==> src/rtl/sadc_pkg.sv <==
package sadc_pkg;

    localparam int CHAN_W  = 3;
    localparam int DATA_W  = 12;
    localparam int CTRL_W  = CHAN_W + 2;
    localparam int FRAME_W = CHAN_W + DATA_W;
    localparam int LEN_W   = $clog2(FRAME_W + 1);

    // control word as it goes on the wire, MSB first
    typedef struct packed {
        logic [CHAN_W-1:0] chan;
        logic              pwrdn;
        logic              start;
    } ctrl_word_t;

    // read frame as it arrives, tag first
    typedef struct packed {
        logic [CHAN_W-1:0] chan;
        logic [DATA_W-1:0] data;
    } sample_t;

    typedef enum logic [1:0] {
        ST_IDLE,
        ST_WRITE,
        ST_WAIT,
        ST_READ
    } host_state_t;

    function automatic logic [FRAME_W-1:0] ctrl_to_frame(ctrl_word_t c);
        return {c, {(FRAME_W - CTRL_W){1'b0}}};
    endfunction

    function automatic sample_t frame_to_sample(logic [FRAME_W-1:0] w);
        return sample_t'(w);
    endfunction

endpackage

==> src/rtl/sadc_serial_eng.sv <==
module sadc_serial_eng #(
    parameter int HALF_DIV = 2,
    parameter int FRAME_W  = 15,
    parameter int LEN_W    = 4
) (
    input  logic               clk,
    input  logic               rst,
    input  logic               go,
    input  logic [LEN_W-1:0]   len,
    input  logic [FRAME_W-1:0] tx_word,
    input  logic               miso,
    output logic               frame,
    output logic               sclk,
    output logic               mosi,
    output logic               fin,
    output logic [FRAME_W-1:0] rx_word
);

    localparam int              HC_W    = (HALF_DIV > 1) ? $clog2(HALF_DIV) : 1;
    localparam logic [HC_W-1:0] HC_LAST = HC_W'(HALF_DIV - 1);

    logic [HC_W-1:0]    half_cnt;
    logic [LEN_W-1:0]   bit_cnt;
    logic [LEN_W-1:0]   len_q;
    logic [FRAME_W-1:0] tx_sr;
    logic               active;

    always_ff @(posedge clk) begin
        if (rst) begin
            active   <= 1'b0;
            sclk     <= 1'b0;
            fin      <= 1'b0;
            half_cnt <= '0;
            bit_cnt  <= '0;
            len_q    <= '0;
            tx_sr    <= '0;
            rx_word  <= '0;
        end else begin
            fin <= 1'b0;
            if (!active) begin
                if (go) begin
                    active   <= 1'b1;
                    sclk     <= 1'b0;
                    half_cnt <= '0;
                    bit_cnt  <= '0;
                    len_q    <= len;
                    tx_sr    <= tx_word;
                end
            end else if (half_cnt != HC_LAST) begin
                half_cnt <= half_cnt + HC_W'(1);
            end else begin
                half_cnt <= '0;
                if (!sclk) begin
                    // rising edge: sample the converter
                    sclk    <= 1'b1;
                    rx_word <= {rx_word[FRAME_W-2:0], miso};
                end else begin
                    // falling edge: advance or close the frame
                    sclk <= 1'b0;
                    if (bit_cnt == len_q - LEN_W'(1)) begin
                        active <= 1'b0;
                        fin    <= 1'b1;
                        tx_sr  <= '0;
                    end else begin
                        bit_cnt <= bit_cnt + LEN_W'(1);
                        tx_sr   <= {tx_sr[FRAME_W-2:0], 1'b0};
                    end
                end
            end
        end
    end

    assign frame = active;
    assign mosi  = tx_sr[FRAME_W-1];

endmodule

==> src/rtl/sadc_wait_timer.sv <==
module sadc_wait_timer #(
    parameter int W = 8
) (
    input  logic         clk,
    input  logic         rst,
    input  logic         load,
    input  logic [W-1:0] load_val,
    output logic         zero
);

    logic [W-1:0] cnt;

    always_ff @(posedge clk) begin
        if (rst) begin
            cnt <= '0;
        end else if (load) begin
            cnt <= load_val;
        end else if (cnt != '0) begin
            cnt <= cnt - W'(1);
        end
    end

    assign zero = (cnt == '0);

endmodule

==> src/rtl/sadc_host_ctrl.sv <==
module sadc_host_ctrl
    import sadc_pkg::*;
#(
    parameter int HALF_DIV = 2,
    parameter int WAIT_W   = 8
) (
    input  logic              clk,
    input  logic              rst,
    input  logic              req,
    input  logic [CHAN_W-1:0] ctl_chan,
    input  logic              ctl_pwrdn,
    input  logic              ctl_start,
    input  logic [WAIT_W-1:0] conv_wait,
    output logic              busy,
    output logic              done,
    output logic [DATA_W-1:0] res_data,
    output logic [CHAN_W-1:0] res_chan,
    output logic              adc_sclk,
    output logic              adc_frame,
    output logic              adc_mosi,
    input  logic              adc_miso
);

    host_state_t        state;
    logic               start_q;
    logic [WAIT_W-1:0]  wait_q;
    sample_t            res_q;

    logic               go_wr;
    logic               go_rd;
    logic               eng_go;
    logic [LEN_W-1:0]   eng_len;
    logic [FRAME_W-1:0] eng_tx;
    logic               eng_fin;
    logic [FRAME_W-1:0] eng_rx;
    logic               tmr_load;
    logic [WAIT_W-1:0]  tmr_val;
    logic               tmr_zero;
    ctrl_word_t         ctl_now;

    assign ctl_now  = '{chan: ctl_chan, pwrdn: ctl_pwrdn, start: ctl_start};
    assign go_wr    = (state == ST_IDLE) && req;
    assign go_rd    = (state == ST_WAIT) && tmr_zero;
    assign eng_go   = go_wr || go_rd;
    assign eng_len  = go_wr ? LEN_W'(CTRL_W) : LEN_W'(FRAME_W);
    assign eng_tx   = go_wr ? ctrl_to_frame(ctl_now) : '0;
    assign tmr_load = (state == ST_WRITE) && eng_fin;
    assign tmr_val  = start_q ? wait_q : '0;

    always_ff @(posedge clk) begin
        if (rst) begin
            state   <= ST_IDLE;
            start_q <= 1'b0;
            wait_q  <= '0;
            res_q   <= '0;
            done    <= 1'b0;
        end else begin
            done <= 1'b0;
            unique case (state)
                ST_IDLE: begin
                    if (req) begin
                        start_q <= ctl_start;
                        wait_q  <= conv_wait;
                        state   <= ST_WRITE;
                    end
                end
                ST_WRITE: begin
                    if (eng_fin) state <= ST_WAIT;
                end
                ST_WAIT: begin
                    if (tmr_zero) state <= ST_READ;
                end
                ST_READ: begin
                    if (eng_fin) begin
                        res_q <= frame_to_sample(eng_rx);
                        done  <= 1'b1;
                        state <= ST_IDLE;
                    end
                end
                default: state <= ST_IDLE;
            endcase
        end
    end

    sadc_serial_eng #(
        .HALF_DIV (HALF_DIV),
        .FRAME_W  (FRAME_W),
        .LEN_W    (LEN_W)
    ) u_eng (
        .clk     (clk),
        .rst     (rst),
        .go      (eng_go),
        .len     (eng_len),
        .tx_word (eng_tx),
        .miso    (adc_miso),
        .frame   (adc_frame),
        .sclk    (adc_sclk),
        .mosi    (adc_mosi),
        .fin     (eng_fin),
        .rx_word (eng_rx)
    );

    sadc_wait_timer #(
        .W (WAIT_W)
    ) u_tmr (
        .clk      (clk),
        .rst      (rst),
        .load     (tmr_load),
        .load_val (tmr_val),
        .zero     (tmr_zero)
    );

    assign busy     = (state != ST_IDLE);
    assign res_data = res_q.data;
    assign res_chan = res_q.chan;

endmodule

==> config.mk <==
export PLATFORM = sky130hd
export DESIGN_NAME = sadc_host_ctrl
export DESIGN_NICKNAME = d
export VERILOG_FILES = /design/src/rtl/sadc_pkg.sv /design/src/rtl/sadc_serial_eng.sv /design/src/rtl/sadc_wait_timer.sv /design/src/rtl/sadc_host_ctrl.sv
export SDC_FILE = /design/constraint.sdc
export NUM_CORES = 1
export LEC_CHECK = 0
export CAP_MARGIN = 20
export CORE_ASPECT_RATIO = 0.6
export CORE_MARGIN = 2
export CORE_UTILIZATION = 50
export CTS_CLUSTER_SIZE = 24
export DETAILED_ROUTE_END_ITERATION = 10
export PLACE_DENSITY = 0.8
export SLEW_MARGIN = 10
export SYNTH_ARGS = -nofsm -noshare
export SYNTH_HDL_FRONTEND = slang
export SYNTH_SLANG_ARGS = --single-unit
==> constraint.sdc <==
create_clock -name clk -period 2.8 [get_ports clk]
set_input_delay 0.28 -clock clk [delete_from_list [all_inputs] [get_ports clk]]
set_output_delay 0.28 -clock clk [all_outputs]
set_load 0.005 [all_outputs]
Word level (Yosys, flattened, before mapping)
Cells that the tools add are included.
Widths: inputs -> output; s select.
{"block": "word_totals", "output_inout_bits": 20, "in_bits": 17, "reg_bits": 77, "wordCells": 87}
{"block": "classes", "bitwise_logic": 4, "n_mux": 33, "reduce_logical": 20, "n_addsub": 4, "eq_ne": 11}
{"op": "$mux 15", "count": 6}
{"op": "$mux 4", "count": 6}
{"op": "$mux 8", "count": 3}
{"op": "$mux 1", "count": 13}
{"op": "$logic_not 8->1", "count": 1}
{"op": "$mux 2", "count": 4}
{"op": "$ne 2x1->1 const B", "count": 4}
{"op": "$pmux 2 s4", "count": 1}
{"op": "$reduce_and 2->1", "count": 4}
{"op": "$reduce_and 4->1", "count": 2}
{"op": "$reduce_bool 8->1", "count": 1}
{"op": "$sub 8x1->8 const B", "count": 1}
{"op": "$ne 2x2->1 const B", "count": 3}
{"op": "$reduce_and 3->1", "count": 2}
{"op": "$reduce_bool 2->1", "count": 3}
{"op": "$add 4x1->4 const B", "count": 1}
{"op": "$eq 2x2->1 const B", "count": 2}
{"op": "$eq 4x4->1", "count": 1}
{"op": "$not 1->1", "count": 4}
{"op": "$reduce_or 4->1", "count": 1}
{"op": "$sub 4x1->4 const B", "count": 1}
{"op": "$logic_and 1x1->1", "count": 3}
{"op": "$eq 2x1->1 const B", "count": 1}
{"op": "$logic_not 2->1", "count": 1}
{"op": "3 further kinds", "count": 3}

Logic depth before layout (Yosys ltp)
{"block": "depth", "ltp_word": 6, "depth_mapped": 7, "depth_no_buf": 6}

Hierarchy
From an unflattened synthesis, not the netlist that was laid out.
{"block": "hier_totals", "cells_unflattened": 403, "area_unflattened_um2": 3617.2}
{"mod": "sadc_serial_eng", "cells_each": 205, "n_inst": 1, "area_each_um2": 1931.9}
{"mod": "sadc_host_ctrl", "cells_each": 145, "n_inst": 1, "area_each_um2": 1209.9}
{"mod": "sadc_wait_timer", "cells_each": 53, "n_inst": 1, "area_each_um2": 475.5}

Least setup slack after synthesis
OpenSTA, ideal clock, no wires.
{"block": "synth_timing", "path_type": "flip-flop to flip-flop", "from": "register u_eng.len_q[2]", "to": "register u_eng.bit_cnt[3]", "slack_ns": 0.949, "required_ns": 2.705, "path_buffers": 1, "period_less_slack_ns": 1.851, "stages_incl_launch_ff": 8, "arrival_time_ns": 1.755, "path_cell_list": "dfxtp_1 -> inv_1 -> ha_1 -> xnor2_1 -> and4_1 -> clkbuf_1 -> or4_1 -> o311ai_1"}
{"block": "synth_between", "elab_chain_len": 4}
{"item": "from (decl)", "line_no": "sadc_serial_eng.sv:24", "text": "logic [LEN_W-1:0] len_q;"}
{"item": "from (signal assigned)", "line_no": "sadc_serial_eng.sv:46", "text": "len_q <= len;"}
{"item": "$sub 4x1->4", "line_no": "sadc_serial_eng.sv:60", "text": "if (bit_cnt == len_q - LEN_W'(1)) begin"}
{"item": "$eq 4x4->1", "line_no": "sadc_serial_eng.sv:60"}
{"item": "$ne 2x2->1 (no line)"}
{"item": "$reduce_and 4->1 (no line)"}
{"item": "to (signal assigned)", "line_no": "sadc_serial_eng.sv:65", "text": "bit_cnt <= bit_cnt + LEN_W'(1);"}
{"item": "to (decl)", "line_no": "sadc_serial_eng.sv:23", "text": "logic [LEN_W-1:0] bit_cnt;"}
No other way between the ends.
A chain may end at the register's enable or synchronous reset.

Worst setup path after layout
{"block": "layout_timing", "from": "register u_tmr.cnt[0]", "to": "register u_eng.bit_cnt[1]"}
{"block": "layout_between", "elab_chain_len": 5}
{"item": "from (decl)", "line_no": "sadc_wait_timer.sv:11", "text": "logic [W-1:0] cnt;"}
{"item": "from (signal assigned)", "line_no": "sadc_wait_timer.sv:17", "text": "cnt <= load_val;"}
{"item": "from (signal assigned)", "line_no": "sadc_wait_timer.sv:19", "text": "cnt <= cnt - W'(1);"}
{"item": "$logic_not 8->1", "line_no": "sadc_wait_timer.sv:23", "text": "assign zero = (cnt == '0);"}
{"item": "$logic_and 1x1->1", "line_no": "sadc_host_ctrl.sv:43", "text": "assign go_rd = (state == ST_WAIT) && tmr_zero;"}
{"item": "$logic_or 1x1->1", "line_no": "sadc_host_ctrl.sv:44", "text": "assign eng_go = go_wr || go_rd;"}
{"item": "$reduce_bool 2->1 (no line)"}
{"item": "$reduce_and 4->1 (no line)"}
No other way between the ends.

==> run summary <==
CRITICAL PATH
--------------------------------------------------------------------------------------
Worst setup path startpoint ............................................. u_tmr.cnt[0]$_SDFFE_PP0P_
Kind of end point of the critical path ..................................     register
Data arrival time of the critical path ..................................      2450 ps
Type of origin of the critical path .....................................     register
Startpoint of the worst-slack reg-to-reg timing path .................... u_tmr.cnt[0]$_SDFFE_PP0P_
Class of the most critical setup path ................................... register to register
Data required time at the worst endpoint ................................      3000 ps
Crit path max fanout ....................................................            7

STA
--------------------------------------------------------------------------------------
Final-report setup violation count ......................................            0
Max Clock Skew ..........................................................     4.885 ps
Highest clock rate ......................................................    445.1 MHz
Tcrit/Tclk final ........................................................       80.25%
Worst relative slew slack ...............................................       53.67%
Setup repair after global routing missed its margin .....................           no
Slew at the pin closest to its max-slew limit ...........................     685.7 ps
Minimum hold slack ......................................................     454.6 ps
Tmin final ..............................................................      2247 ps
Worst Setup Slack, final ................................................     553.1 ps
Final Hold Vio Count ....................................................            0
Max-slew violation count ................................................            0
Accumulated negative setup slack ........................................         0 ps

YOSYS
--------------------------------------------------------------------------------------
Warning count from the yosys run ........................................            0
Share of synthesized registers carrying an async set or reset ...........           0%
Post-Synthesis Cell Area ................................................     2818 um2
Largest family of logic cells by synthesized area ....................... compound AO/OA/AOI/OAI gates
Area fraction of the dominant cell type after synthesis .................       46.18%
Register bit count reported by yosys ....................................           65
Post-Syn Area per Cell ..................................................    8.215 um2
Post-synthesis sequential area ratio ....................................       46.18%
Compound-gate portion of the synthesized area ...........................       21.49%
Post-synth EDFFs ........................................................            0
Multiplexer area fraction after synthesis ...............................      0.3996%
Post-synthesis xor/xnor area fraction ...................................       1.865%
Top cells by area, synth ................................................ sky130_fd_sc_hd__dfxtp_1 46%, sky130_fd_sc_hd__nand2_1 11%, sky130_fd_sc_hd__a21oi_1 9.8%, sky130_fd_sc_hd__ha_1 4.4%, sky130_fd_sc_hd__nand3_1 2.5%
Syn Nets ................................................................          370
Cell type contributing the most total cell area after synthesis ......... sky130_fd_sc_hd__dfxtp_1
Synth Area in Adders ....................................................       4.440%
Synth Area in Simple Gates ..............................................       21.45%
Gate count after technology mapping .....................................          343
Distinct cells, synth ...................................................           49
Most used flip-flop cell after synthesis ................................ sky130_fd_sc_hd__dfxtp_1

FLOORPLANNING
--------------------------------------------------------------------------------------
Effective utilization at floorplan ......................................       51.07%
Die outline area ........................................................     6272 um2
Die Ht ..................................................................     62.15 um
FP Rows .................................................................           21
Horizontal die dimension ................................................     100.9 um
Top-level I/O count .....................................................           37
CORE AREA ...............................................................     5518 um2

CELLS AND AREA
--------------------------------------------------------------------------------------
Commonest non-fill, non-tap cell in the layout .......................... sky130_fd_sc_hd__nand2_1
Share of cells above drive strength 1 ...................................       6.085%
Nets ....................................................................          400
Final-layout fill cell count ............................................          482
Synth-to-Final Area Change ..............................................       20.07%
Post-layout utilization of the core .....................................       61.32%
Antenna Diode Count .....................................................            0
Top library cells by usage in the layout, fill and taps aside ........... 86 x sky130_fd_sc_hd__nand2_1, 65 x sky130_fd_sc_hd__dfxtp_1, 55 x sky130_fd_sc_hd__a21oi_1

ROUTING
--------------------------------------------------------------------------------------
Via count ...............................................................        2,524
Drt first pass iters ....................................................            4
Number of nets still failing antenna checks after routing ...............            0
DRC marker count from the first detailed-route iteration ................          113
Wire length after detailed routing ......................................     6.408 mm
Number of design rule violations left after detail routing ..............            0
Detailed-route vias per instance ........................................        5.647
Wire per inst ...........................................................     14.34 um

GLOBAL ROUTING
--------------------------------------------------------------------------------------
Global routing usage summed across all routing layers ...................       21.90%
Initial antenna violation count .........................................            0
Pin count of the biggest net entering global routing ....................           38
Global-route wire length before repair ..................................     10.83 mm
Total global routing overflow ...........................................            0
Via count of the first global-routing pass ..............................        2,328

POWER
--------------------------------------------------------------------------------------
Fraction of power spent switching nets ..................................       34.94%
Portion of total power attributed to sequential cells ...................        41.1%
Max rail drop VDD .......................................................     417.3 uV
PwrDens ................................................................. 858.8 nW/um2
Power spent charging and discharging nets ...............................     1.015 mW
Share of total power in combinational logic .............................        32.5%
Leakage power ...........................................................     1.189 nW
Part of the power in the clock network ..................................        26.3%
Pint ....................................................................     1.890 mW

PLACE
--------------------------------------------------------------------------------------
Post-detailed-placement half-perimeter wirelength .......................     4.489 mm
Final GP Congestion .....................................................       0.8385
Number of port buffers ..................................................           36
Pre-CTS WS ..............................................................     627.6 ps

CLOCK NETWORK
--------------------------------------------------------------------------------------
H-tree depth reported by CTS ............................................            3
Max Root-Sink Buffers ...................................................            2
Total setup buffers inserted after CTS ..................................            0
Number of gates resized after CTS .......................................            0
Clock tree from TritonCTS ...............................................          yes
Hold buffer count at cts ................................................            0
Clock tree root buffer cell ............................................. sky130_fd_sc_hd__clkbuf_8
Sink count of the clock tree ............................................           65
Number of buffers inserted during clock tree synthesis ..................            9
Worst-skew pair later-pin latency .......................................       330 ps
Clock slew at the register clock pins of the worst setup and hold paths .        70 ps

HOLD PATH
--------------------------------------------------------------------------------------
Class of the tightest hold or removal check ............................. register to register
Beginning of the worst hold path ........................................ res_data[4]$_SDFFE_PP0P_

RUN
--------------------------------------------------------------------------------------
Max-capacitance violation count .........................................            0

RUN STATUS
--------------------------------------------------------------------------------------
Result of the run ....................................................... complete, no violations

==> power groups by stage <==
stage	Clock [mW]	Sequential, mW	Combinational [mW]
detailed placement	0	1.21	0.934
CTS	0.783	1.19	0.940
floorplan	0	1.16	0.753
global route	0.837	1.21	1.06
finish	0.765	1.19	0.946
global placement	0	1.20	0.907
==> critical path: stages (launching register included) <==
cell                       delay, ps
sky130_fd_sc_hd__dfxtp_1         340
sky130_fd_sc_hd__inv_1           130
sky130_fd_sc_hd__ha_1            230
sky130_fd_sc_hd__nor4bb_1        640
sky130_fd_sc_hd__a21oi_1         270
sky130_fd_sc_hd__o21ai_2         350
sky130_fd_sc_hd__o211ai_1        150
==> flip-flops by register name, indices dropped and copies added, names as in the netlist, 2 cells and up <==
signal         cells
res_chan           3
res_data          12
wait_q             8
u_tmr.cnt          8
state              2
u_eng.bit_cnt      4
u_eng.len_q        2
u_eng.tx_sr        5
u_eng.rx_word     15
==> area by class of cell <==
class	count	area (um2)	share of cell area (%)
Clock buffer	13	148.9	4.401
Clock inverter	3	40.04	1.183
Inverter	10	37.54	1.109
Multi-Input combinational cell	249	1399	41.35
Sequential cell	65	1301	38.46
Tap cell	69	86.33	2.552
Timing Repair Buffer	38	370.4	10.95
==> path summary, 6_finish.rpt <==
kind,end,slack (ps),depth (start not counted)
min,res_data[4]$_SDFFE_PP0P_,450,2
max reg2reg,u_eng.bit_cnt[1]$_SDFFE_PP0P_,550,6
min reg2reg,res_data[4]$_SDFFE_PP0P_,450,2
max,u_eng.bit_cnt[1]$_SDFFE_PP0P_,550,6
==> logic make-up (layout without fill, tap and decap cells) <==
| family | after synthesis | count (layout) |
|---|---|---|
| buffers and inverters | 29 | 64 |
| DFF | 65 | 65 |
| and+or+nand+nor | 134 | 134 |
| xor gates and xnor gates | 6 | 6 |
| muxes | 1 | 1 |
| AOI/OAI and AO/OA | 98 | 98 |
| adders and majority gates | 10 | 10 |
==> Yosys cell counts, types with 2 or more instances <==
cell type / number
sky130_fd_sc_hd__a211oi_1: 7
sky130_fd_sc_hd__a21oi_1: 55
sky130_fd_sc_hd__a22oi_1: 4
sky130_fd_sc_hd__and2_1: 3
sky130_fd_sc_hd__buf_1: 2
sky130_fd_sc_hd__clkbuf_1: 15
sky130_fd_sc_hd__dfxtp_1: 65
sky130_fd_sc_hd__ha_1: 10
sky130_fd_sc_hd__inv_1: 10
sky130_fd_sc_hd__nand2_1: 86
sky130_fd_sc_hd__nand2b_1: 3
sky130_fd_sc_hd__nand3_1: 14
sky130_fd_sc_hd__nor2_1: 11
sky130_fd_sc_hd__o211ai_1: 7
sky130_fd_sc_hd__o21a_1: 2
sky130_fd_sc_hd__o21ai_0: 2
sky130_fd_sc_hd__o21ai_1: 5
sky130_fd_sc_hd__o22ai_1: 2
sky130_fd_sc_hd__o311ai_1: 2
sky130_fd_sc_hd__or3_1: 2
sky130_fd_sc_hd__or4_1: 4
sky130_fd_sc_hd__xnor2_1: 2
sky130_fd_sc_hd__xor2_1: 4
==> stage by stage <==
step / std cells / total power, mW / area, um2
finish: 447 / 2.906 / 3383
global route: 447 / 3.109 / 3383
CTS: 447 / 2.913 / 3383
detailed placement: 431 / 2.142 / 3194
global placement: 431 / 2.104 / 3194
floorplan: 343 / 1.912 / 2818
==> layer usage <==
layer	up-vias	track usage, %	share of wire [%]
li1	1249	-	-
met2	64	34.67	47
met1	1201	28.50	46
met5	-	0	0
met4	0	7.095	1.2
met3	10	6.869	5.8
Power figures use the tool's default switching activity.
